===== src/rtl/dpp_pkg.sv =====
package dpp_pkg;

  localparam int DEF_CH_COUNT = 3;
  localparam int DEF_CH_LEN   = 8;
  localparam int DEF_DATA_W   = 16;

  // Offset of a channel's sample within one buffer: channels sit back to back.
  function automatic int unsigned slot_offset(input int unsigned slot,
                                              input int unsigned pos,
                                              input int unsigned len);
    return slot * len + pos;
  endfunction

  function automatic int unsigned width_of(input int unsigned n);
    return (n > 1) ? $clog2(n) : 1;
  endfunction

endpackage


===== src/rtl/dpp_rx_sorter.sv =====
module dpp_rx_sorter
  import dpp_pkg::*;
#(
  parameter int CH_COUNT = DEF_CH_COUNT,
  parameter int CH_LEN   = DEF_CH_LEN,
  parameter int SLOT_W   = 2,
  parameter int POS_W    = 3,
  parameter int ADDR_W   = 5
) (
  input  logic              clk,
  input  logic              rst_n,
  input  logic              accept,
  input  logic [SLOT_W-1:0] slot,
  output logic              wr_en,
  output logic [ADDR_W-1:0] wr_off,
  output logic              buf_done
);

  logic [POS_W-1:0] pos_q;
  logic slot_ok, slot_last, pos_last;

  always_comb begin
    slot_ok   = {1'b0, slot} < (SLOT_W+1)'(CH_COUNT);
    slot_last = slot == SLOT_W'(CH_COUNT - 1);
    pos_last  = pos_q == POS_W'(CH_LEN - 1);
    wr_en     = accept && slot_ok;
    wr_off    = ADDR_W'(slot_offset(32'(slot), 32'(pos_q), CH_LEN));
    buf_done  = accept && slot_last && pos_last;
  end

  always_ff @(posedge clk) begin
    if (!rst_n) begin
      pos_q <= '0;
    end else if (accept && slot_last) begin
      pos_q <= pos_last ? '0 : pos_q + 1'b1;
    end
  end

endmodule


===== src/rtl/dpp_tx_merger.sv =====
module dpp_tx_merger
  import dpp_pkg::*;
#(
  parameter int CH_COUNT = DEF_CH_COUNT,
  parameter int CH_LEN   = DEF_CH_LEN,
  parameter int SLOT_W   = 2,
  parameter int POS_W    = 3,
  parameter int ADDR_W   = 5
) (
  input  logic              clk,
  input  logic              rst_n,
  input  logic              take,
  input  logic              restart,
  output logic [SLOT_W-1:0] slot,
  output logic [ADDR_W-1:0] rd_off
);

  logic [SLOT_W-1:0] slot_q;
  logic [POS_W-1:0]  pos_q;
  logic slot_last, pos_last;

  always_comb begin
    slot_last = slot_q == SLOT_W'(CH_COUNT - 1);
    pos_last  = pos_q == POS_W'(CH_LEN - 1);
    slot      = slot_q;
    rd_off    = ADDR_W'(slot_offset(32'(slot_q), 32'(pos_q), CH_LEN));
  end

  always_ff @(posedge clk) begin
    if (!rst_n || restart) begin
      slot_q <= '0;
      pos_q  <= '0;
    end else if (take) begin
      if (slot_last) begin
        slot_q <= '0;
        pos_q  <= pos_last ? '0 : pos_q + 1'b1;
      end else begin
        slot_q <= slot_q + 1'b1;
      end
    end
  end

endmodule


===== src/rtl/dpp_bank.sv =====
module dpp_bank #(
  parameter int DATA_W = 16,
  parameter int DEPTH  = 24,
  parameter int ADDR_W = 5
) (
  input  logic              clk,
  input  logic              we,
  input  logic              wsel,
  input  logic [ADDR_W-1:0] woff,
  input  logic [DATA_W-1:0] wdata,
  input  logic              rsel,
  input  logic [ADDR_W-1:0] roff,
  output logic [DATA_W-1:0] rdata
);

  localparam int IDX_W = ADDR_W + 1;

  logic [DATA_W-1:0] mem [2*DEPTH];
  logic [IDX_W-1:0]  widx, ridx;
  logic              w_in, r_in;

  always_comb begin
    w_in  = {1'b0, woff} < IDX_W'(DEPTH);
    r_in  = {1'b0, roff} < IDX_W'(DEPTH);
    widx  = wsel ? IDX_W'(woff) + IDX_W'(DEPTH) : IDX_W'(woff);
    ridx  = rsel ? IDX_W'(roff) + IDX_W'(DEPTH) : IDX_W'(roff);
    rdata = r_in ? mem[ridx] : '0;
  end

  always_ff @(posedge clk) begin
    if (we && w_in) mem[widx] <= wdata;
  end

endmodule


===== src/rtl/dpp_ctrl.sv =====
module dpp_ctrl (
  input  logic clk,
  input  logic rst_n,
  input  logic buf_done,
  input  logic release_in,
  output logic active,
  output logic rx_ready,
  output logic tx_valid,
  output logic buf_ready,
  output logic buf_idx,
  output logic overrun
);

  logic held_q;

  always_ff @(posedge clk) begin
    if (!rst_n) begin
      active    <= 1'b0;
      held_q    <= 1'b0;
      rx_ready  <= 1'b0;
      tx_valid  <= 1'b0;
      buf_ready <= 1'b0;
      buf_idx   <= 1'b0;
      overrun   <= 1'b0;
    end else begin
      rx_ready  <= 1'b1;
      buf_ready <= buf_done;
      overrun   <= buf_done && held_q && !release_in;
      if (buf_done) begin
        buf_idx  <= active;
        active   <= ~active;
        held_q   <= 1'b1;
        tx_valid <= 1'b1;
      end else if (release_in) begin
        held_q <= 1'b0;
      end
    end
  end

endmodule


===== src/rtl/deint_pingpong_buffer.sv =====
module deint_pingpong_buffer
  import dpp_pkg::*;
#(
  parameter int  CH_COUNT = DEF_CH_COUNT,
  parameter int  CH_LEN   = DEF_CH_LEN,
  parameter int  DATA_W   = DEF_DATA_W,
  localparam int DEPTH    = CH_COUNT * CH_LEN,
  localparam int SLOT_W   = width_of(CH_COUNT),
  localparam int POS_W    = width_of(CH_LEN),
  localparam int ADDR_W   = width_of(DEPTH)
) (
  input  logic              clk,
  input  logic              rst_n,
  input  logic              rx_valid,
  output logic              rx_ready,
  input  logic [DATA_W-1:0] rx_data,
  input  logic [SLOT_W-1:0] rx_slot,
  output logic              tx_valid,
  input  logic              tx_ready,
  output logic [DATA_W-1:0] tx_data,
  output logic [SLOT_W-1:0] tx_slot,
  input  logic [ADDR_W-1:0] proc_rd_addr,
  output logic [DATA_W-1:0] proc_rd_data,
  input  logic              proc_wr_en,
  input  logic [ADDR_W-1:0] proc_wr_addr,
  input  logic [DATA_W-1:0] proc_wr_data,
  input  logic              proc_release,
  output logic              buf_ready,
  output logic              buf_idx,
  output logic              overrun
);

  logic              active;
  logic              rx_accept, tx_take;
  logic              rx_wr_en, rx_done;
  logic [ADDR_W-1:0] rx_off, tx_off;

  assign rx_accept = rx_valid && rx_ready;
  assign tx_take   = tx_valid && tx_ready;

  dpp_rx_sorter #(
    .CH_COUNT(CH_COUNT), .CH_LEN(CH_LEN),
    .SLOT_W(SLOT_W), .POS_W(POS_W), .ADDR_W(ADDR_W)
  ) u_sort (
    .clk(clk), .rst_n(rst_n), .accept(rx_accept), .slot(rx_slot),
    .wr_en(rx_wr_en), .wr_off(rx_off), .buf_done(rx_done)
  );

  dpp_tx_merger #(
    .CH_COUNT(CH_COUNT), .CH_LEN(CH_LEN),
    .SLOT_W(SLOT_W), .POS_W(POS_W), .ADDR_W(ADDR_W)
  ) u_merge (
    .clk(clk), .rst_n(rst_n), .take(tx_take), .restart(rx_done),
    .slot(tx_slot), .rd_off(tx_off)
  );

  // Stream side owns buffer 'active'; the processor owns the other one.
  dpp_bank #(.DATA_W(DATA_W), .DEPTH(DEPTH), .ADDR_W(ADDR_W)) u_rx_bank (
    .clk(clk), .we(rx_wr_en), .wsel(active), .woff(rx_off), .wdata(rx_data),
    .rsel(~active), .roff(proc_rd_addr), .rdata(proc_rd_data)
  );

  dpp_bank #(.DATA_W(DATA_W), .DEPTH(DEPTH), .ADDR_W(ADDR_W)) u_tx_bank (
    .clk(clk), .we(proc_wr_en), .wsel(~active), .woff(proc_wr_addr),
    .wdata(proc_wr_data), .rsel(active), .roff(tx_off), .rdata(tx_data)
  );

  dpp_ctrl u_ctrl (
    .clk(clk), .rst_n(rst_n), .buf_done(rx_done), .release_in(proc_release),
    .active(active), .rx_ready(rx_ready), .tx_valid(tx_valid),
    .buf_ready(buf_ready), .buf_idx(buf_idx), .overrun(overrun)
  );

endmodule


===== config.mk =====
export PLATFORM = sky130hd
export DESIGN_NAME = deint_pingpong_buffer
export DESIGN_NICKNAME = d
export VERILOG_FILES = /design/src/rtl/dpp_pkg.sv /design/src/rtl/dpp_rx_sorter.sv /design/src/rtl/dpp_tx_merger.sv /design/src/rtl/dpp_bank.sv /design/src/rtl/dpp_ctrl.sv /design/src/rtl/deint_pingpong_buffer.sv
export SDC_FILE = /design/constraint.sdc
export NUM_CORES = 2
export LEC_CHECK = 0
export ABC_CLOCK_PERIOD_IN_PS = 3200
export CAP_MARGIN = 20
export CORE_ASPECT_RATIO = 1.1
export CORE_MARGIN = 2
export CORE_UTILIZATION = 55
export DETAILED_ROUTE_END_ITERATION = 12
export PLACE_DENSITY = 0.71
export SYNTH_ARGS = -nofsm -noshare
export SYNTH_HDL_FRONTEND = slang
export SYNTH_SLANG_ARGS = --single-unit

===== constraint.sdc =====
create_clock -name clk -period 3.2 [get_ports clk]
set_clock_uncertainty 0.15 [all_clocks]
set_input_delay 0.48 -clock clk [delete_from_list [all_inputs] [get_ports clk]]
set_output_delay 0.48 -clock clk [all_outputs]
set_load 0.01 [all_outputs]

* Word-level counts from Yosys, hierarchy flattened *
Memory sizes are Yosys's and may differ from the RTL's.
Index checks and enable logic that the tools add are counted.

operators by class
  add/sub/neg operators = 9
  magnitude comparators = 5
  equal/unequal tests = 4
  muxes and demuxes = 16
  bitwise operators = 1
  reductions and logical operators = 14

operators by type and width
  kind                 number
  $mux 16              2
  $add 5x5->6 const B  4
  $mux 6               4
  $lt 5x5->1 const B   4
  $add 5x3->5          2
  $logic_and 1x1->1    9
  $mux 1               7
  $add 3x1->3 const B  2
  $eq 3x3->1 const B   2
  $mux 3               2
  $eq 2x2->1 const B   2
  $add 2x1->2 const B  1
  $logic_not 1->1      2
  $lt 2x2->1 const B   1
  $mux 2               1
  $reduce_and 2->1     1
  $reduce_bool 2->1    1
  $logic_or 1x1->1     1
  $not 1->1            1

word-level totals
  register bits = 15
  memory bits (writable) = 1536
  output and inout bits = 39
  memories = 2

memory list
  memory         words  bits a word  rd ports  clocked after Yosys merged registers in  wr ports  RTL line        RTL
  u_rx_bank.mem  48     16           1         0                                        1         dpp_bank.sv:18  logic [DATA_W-1:0] mem [2*DEPTH];
  u_tx_bank.mem  48     16           1         0                                        1         dpp_bank.sv:18

* Longest topological paths before layout *
  depth in word-level cells = 5
  mapped depth = 9

* Cells and area by module *
A second synthesis with hierarchy kept.

unflattened totals
  cells, all modules = 2762
  area, all modules = 59962.5 µm²

by module, submodules not included
  module                 instances  cells an instance  area an instance (µm²)  sequential area each (µm²)
  dpp_bank               2          1348               29638.4                 23062.1
  dpp_tx_merger          1          27                 276.5                   100.1
  dpp_ctrl               1          16                 207.7                   140.1
  dpp_rx_sorter          1          20                 185.2                   60.1
  deint_pingpong_buffer  1          3                  16.3                    0.0

* Least setup slack after synthesis *
No wires, ideal clock.

  kind = register to output
  start = reg u_merge.slot_q[0], in the netlist u_merge.slot[0]
  end = out tx_data[10]
  arrival = 2.193 ns
  data required time = 2.570 ns
  path slack = 0.377 ns
  cell stages (with the launch flop) = 10
  buffers on the path = 2
  cells stage by stage = dfxtp_1 > inv_1 > ha_1 > a21bo_2 > and3_1 > clkbuf_1 > clkbuf_1 > a31oi_1 > o221ai_1 > nor4_2

between the ends
  cells in the longest elaborated chain, start to end = 5
  elaborated cells between the ends (all ways) = 6

RTL lines
  what                      RTL line                     RTL
  start: declaration        dpp_tx_merger.sv:18          logic [SLOT_W-1:0] slot_q;
  start signal: assignment  dpp_tx_merger.sv:38          slot_q <= slot_q + 1'b1;
  $add 5x3->5 (*)           dpp_pkg.sv:11                return slot * len + pos;
  $add 5x5->6               dpp_bank.sv:26               ridx = rsel ? IDX_W'(roff) + IDX_W'(DEPTH) : IDX_W'(roff);
  $mux 6                    dpp_bank.sv:26
  $mem_v2 48x16             n/a
  $mux 16 (*)               dpp_bank.sv:27               rdata = r_in ? mem[ridx] : '0;
  end: declaration          deint_pingpong_buffer.sv:20  output logic [DATA_W-1:0] tx_data,

Mark *: on every way between the ends. The rest lies on a longest branch, timed or not.

* Worst setup path in the final report *
  start = reg u_ctrl.active
  end = out tx_data[11]

between the ends
  cells in the longest elaborated chain, start to end = 3

RTL lines
  what                      RTL line        RTL
  start: declaration        dpp_ctrl.sv:6   output logic active,
  start signal: assignment  dpp_ctrl.sv:31  active <= ~active;
  $mux 6                    dpp_bank.sv:26
  $mem_v2 48x16             n/a
  $mux 16                   dpp_bank.sv:27

Every way passes these cells.

==> impl_metrics.json <==
{
  "outcome": "complete, but fails checks",
  "violations": "setup timing",
  "fillerInstances": 6491,
  "endpoint": "tx_data[11]",
  "synth-main-ff-cell": "edfxtp_1",
  "hpwl_um": 89160,
  "critical_path_buf_inv_count": 6,
  "syn_to_final_growth_pct": 21.21,
  "fin_crit_sh": 1.118,
  "ios": 89,
  "vias": 31020,
  "layout_common_cells": "1536 x edfxtp_1, 384 x mux4_2, 219 x buf_4",
  "slowest_stage": "dfxtp_4",
  "firstDrtPassIters": 6,
  "cts_sinks": 1551,
  "place.gp.congestion": 0.9583,
  "netlist.area_leader.share": 0.7711,
  "power.density_nw_per_um2": 568.1,
  "hold_viol_final": 0,
  "postLayoutCellArea_sq_um": 72500,
  "final_common_cell": "edfxtp_1",
  "hold_class": "in -> reg",
  "fmax_mhz": 279.6,
  "r2r_start": "u_ctrl.rx_ready",
  "ys_seq_elements": 1551,
  "post_drt_wl_per_cell_um": 31.30,
  "clk_latency_ns": 0.75,
  "grt-ovfl-total": 0,
  "h-tree-depth": 4,
  "slew_headroom": 0.2512,
  "timing.rr.end": "u_rx_bank.mem[43][11]",
  "path_delay_family": "buffers and inverters",
  "rsz0062_at_grt": "true",
  "grt_antenna_before_repair": 1,
  "totalWireLength_um": 150000,
  "crit_start": "u_ctrl.active",
  "start_util": 0.5563,
  "fin_setup_tns_ns": -8.579,
  "start_kind": "flip-flop",
  "ys_warn_count": 0,
  "tightest_slew_ns": 1.123,
  "ys_types": 51,
  "synth_area_leaders": "edfxtp_1 77%, mux4_2 14%, nand2_1 1.3%",
  "synth_cells": 2760,
  "drt-initial-drc-count": 3677,
  "slew_violations": 0,
  "grt_first_pass_wirelength_um": 216200,
  "crit_path_max_incr_delay_ns": 0.43,
  "finalPower_uw": 41180,
  "die_height_um": 349.9,
  "placed_area_sq_um": 65360,
  "min_period_ns": 3.577,
  "grt_max_degree": 49,
  "via_per_inst": 6.472,
  "drtAntennaViolNets": 0,
  "rows": 126,
  "cts_buffers": 151,
  "cts.clk_slew.worst_paths_ns": 0.06,
  "drive_gt1_frac": 0.3659,
  "gr-usage-all-layers": 0.2708,
  "p_leak_uw": 0.02317,
  "drc": 0,
  "finalSetupViolCount": 32,
  "yosys.area.top_type": "edfxtp_1",
  "synth_edf_count": 1536,
  "rr_worst_depth": 5,
  "multiInputGateArea_sq_um": 13870,
  "synth_nets": 2825,
  "regArea_sq_um": 46440,
  "synthArstFlopShare": 0,
  "min-delay-start": "rst_n",
  "arrival_ns": 2.95,
  "ir_worst_vdd_mv": 0.5877,
  "regToRegSetupSlack_ns": 0.80,
  "pre_cts_slack_ns": -0.8199,
  "core_area_sq_um": 107500,
  "die-area_sq_um": 111400,
  "finalNetCount": 3325,
  "cp_data_required_time_ns": 2.57,
  "worstSetupPathDepth": 11,
  "cp_max_fo": 9,
  "seq_area_frac_synth": 0.7762,
  "cp_cell_sequence": "buf_6 > buf_8 > nand2b_4 > buf_4 > nand2_2 > or3_4 > buf_12 > o221ai_4 > nor4_2 > buf_4 > buf_6",
  "netlist_area_sq_um": 59810,
  "drv_cap": 0,
  "post-route-util": 0.6743,
  "die_w_um": 318.4,
  "grt_pass1_vias": 31320,
  "end_kind": "primary output",
  "tritoncts": "done",
  "place.port_buffers": 88,
  "worst_slack_ns": -0.3770,
  "cts_buffer_depth": 3,
  "root_buffer": "clkbuf_16",
  "critical_path_class": "reg -> out",
  "syn_avg_cell_area_sq_um": 21.67
}
-- cell families (layout without fill, tap and decap cells) --
family                     Yosys count  in the layout  synth area share
DFF                               1551           1551            0.7762
and+or+nand+nor                    438            438           0.03405
muxes                              437            437            0.1538
AOI/OAI and AO/OA                  160            160           0.01927
buffers and inverters              154            777           0.01211
adders and majority gates           15             15          0.003138
xor gates and xnor gates             5              5          0.001485
other                                0              1                 0
-- repair_timing --
action / 4_1_cts / 5_1_grt
hold endpoints to repair: 0 / 14
setup endpoints to repair: 32 / 32
pin swaps: 74 / 46
gates resized for setup: 364 / 95
setup buffers: 51 / 18
hold buffers: 0 / 2
gates cloned: 11 / 5
-- flip-flops by register name (all words and copies together), names as in the netlist, 2 cells and up --
name           count
u_merge.pos_q      3
u_sort.pos_q       3
u_merge.slot       2
u_tx_bank.mem    768
u_rx_bank.mem    768
-- where the power goes --
group	internal [uW]	total, uW	switching, uW	leakage (uW)
clock	9850	17200	7390	0.00233
combinational	576	1550	971	0.00691
sequential	22400	22400	16.5	0.0139
-- worst min-delay path by stage --
stage	to	slack, ns	cells past startpoint
after floorplan	u_ctrl.overrun	0.29	2
after global placement	u_ctrl.buf_idx	0.30	2
after detailed placement	u_ctrl.overrun	0.32	2
after CTS	u_ctrl.rx_ready	0.14	1
after global routing	u_ctrl.rx_ready	0.17	1
final	u_ctrl.rx_ready	0.19	1
-- per-layer routing --
layer	wire, um	up-vias	global-route usage
li1	-	12550	-
met1	53710	16430	0.3421
met2	77670	1687	0.4664
met3	11020	339	0.04155
met4	7555	2	0.1266
met5	13	-	0
-- cell type report --
class	count	area share
diodes	1	0.00003452
inverters	13	0.0006731
flip-flops and latches	1551	0.6406
clock buffers	191	0.05624
repair buffers	488	0.07702
well taps	1408	0.02430
multi-input cells	1055	0.1913
clock inverters	85	0.009906
-- per-stage QoR --
step                      hold slack [ns]  instances
after floorplan                    0.2881       2760
after global placement             0.3003       4445
after detailed placement           0.3164       4445
after CTS                          0.1439       4772
after global routing               0.1700       4791
final                              0.1902       4792
-- cells in the mapped netlist, types with 11 or more instances --
library cell / number
a211oi_1: 31
a311oi_1: 16
a31oi_1: 35
a32oi_1: 16
and2_1: 31
and3_1: 32
buf_1: 15
buf_2: 60
clkbuf_1: 52
dfxtp_1: 15
edfxtp_1: 1536
ha_1: 15
inv_1: 11
mux2_2: 15
mux2i_1: 37
mux4_2: 384
nand2_1: 203
nand3_1: 13
nor2_1: 115
nor4_2: 15
o21ai_0: 15
o221ai_1: 15
o22ai_1: 16
No activity file was read; power rests on OpenSTA's default activity.
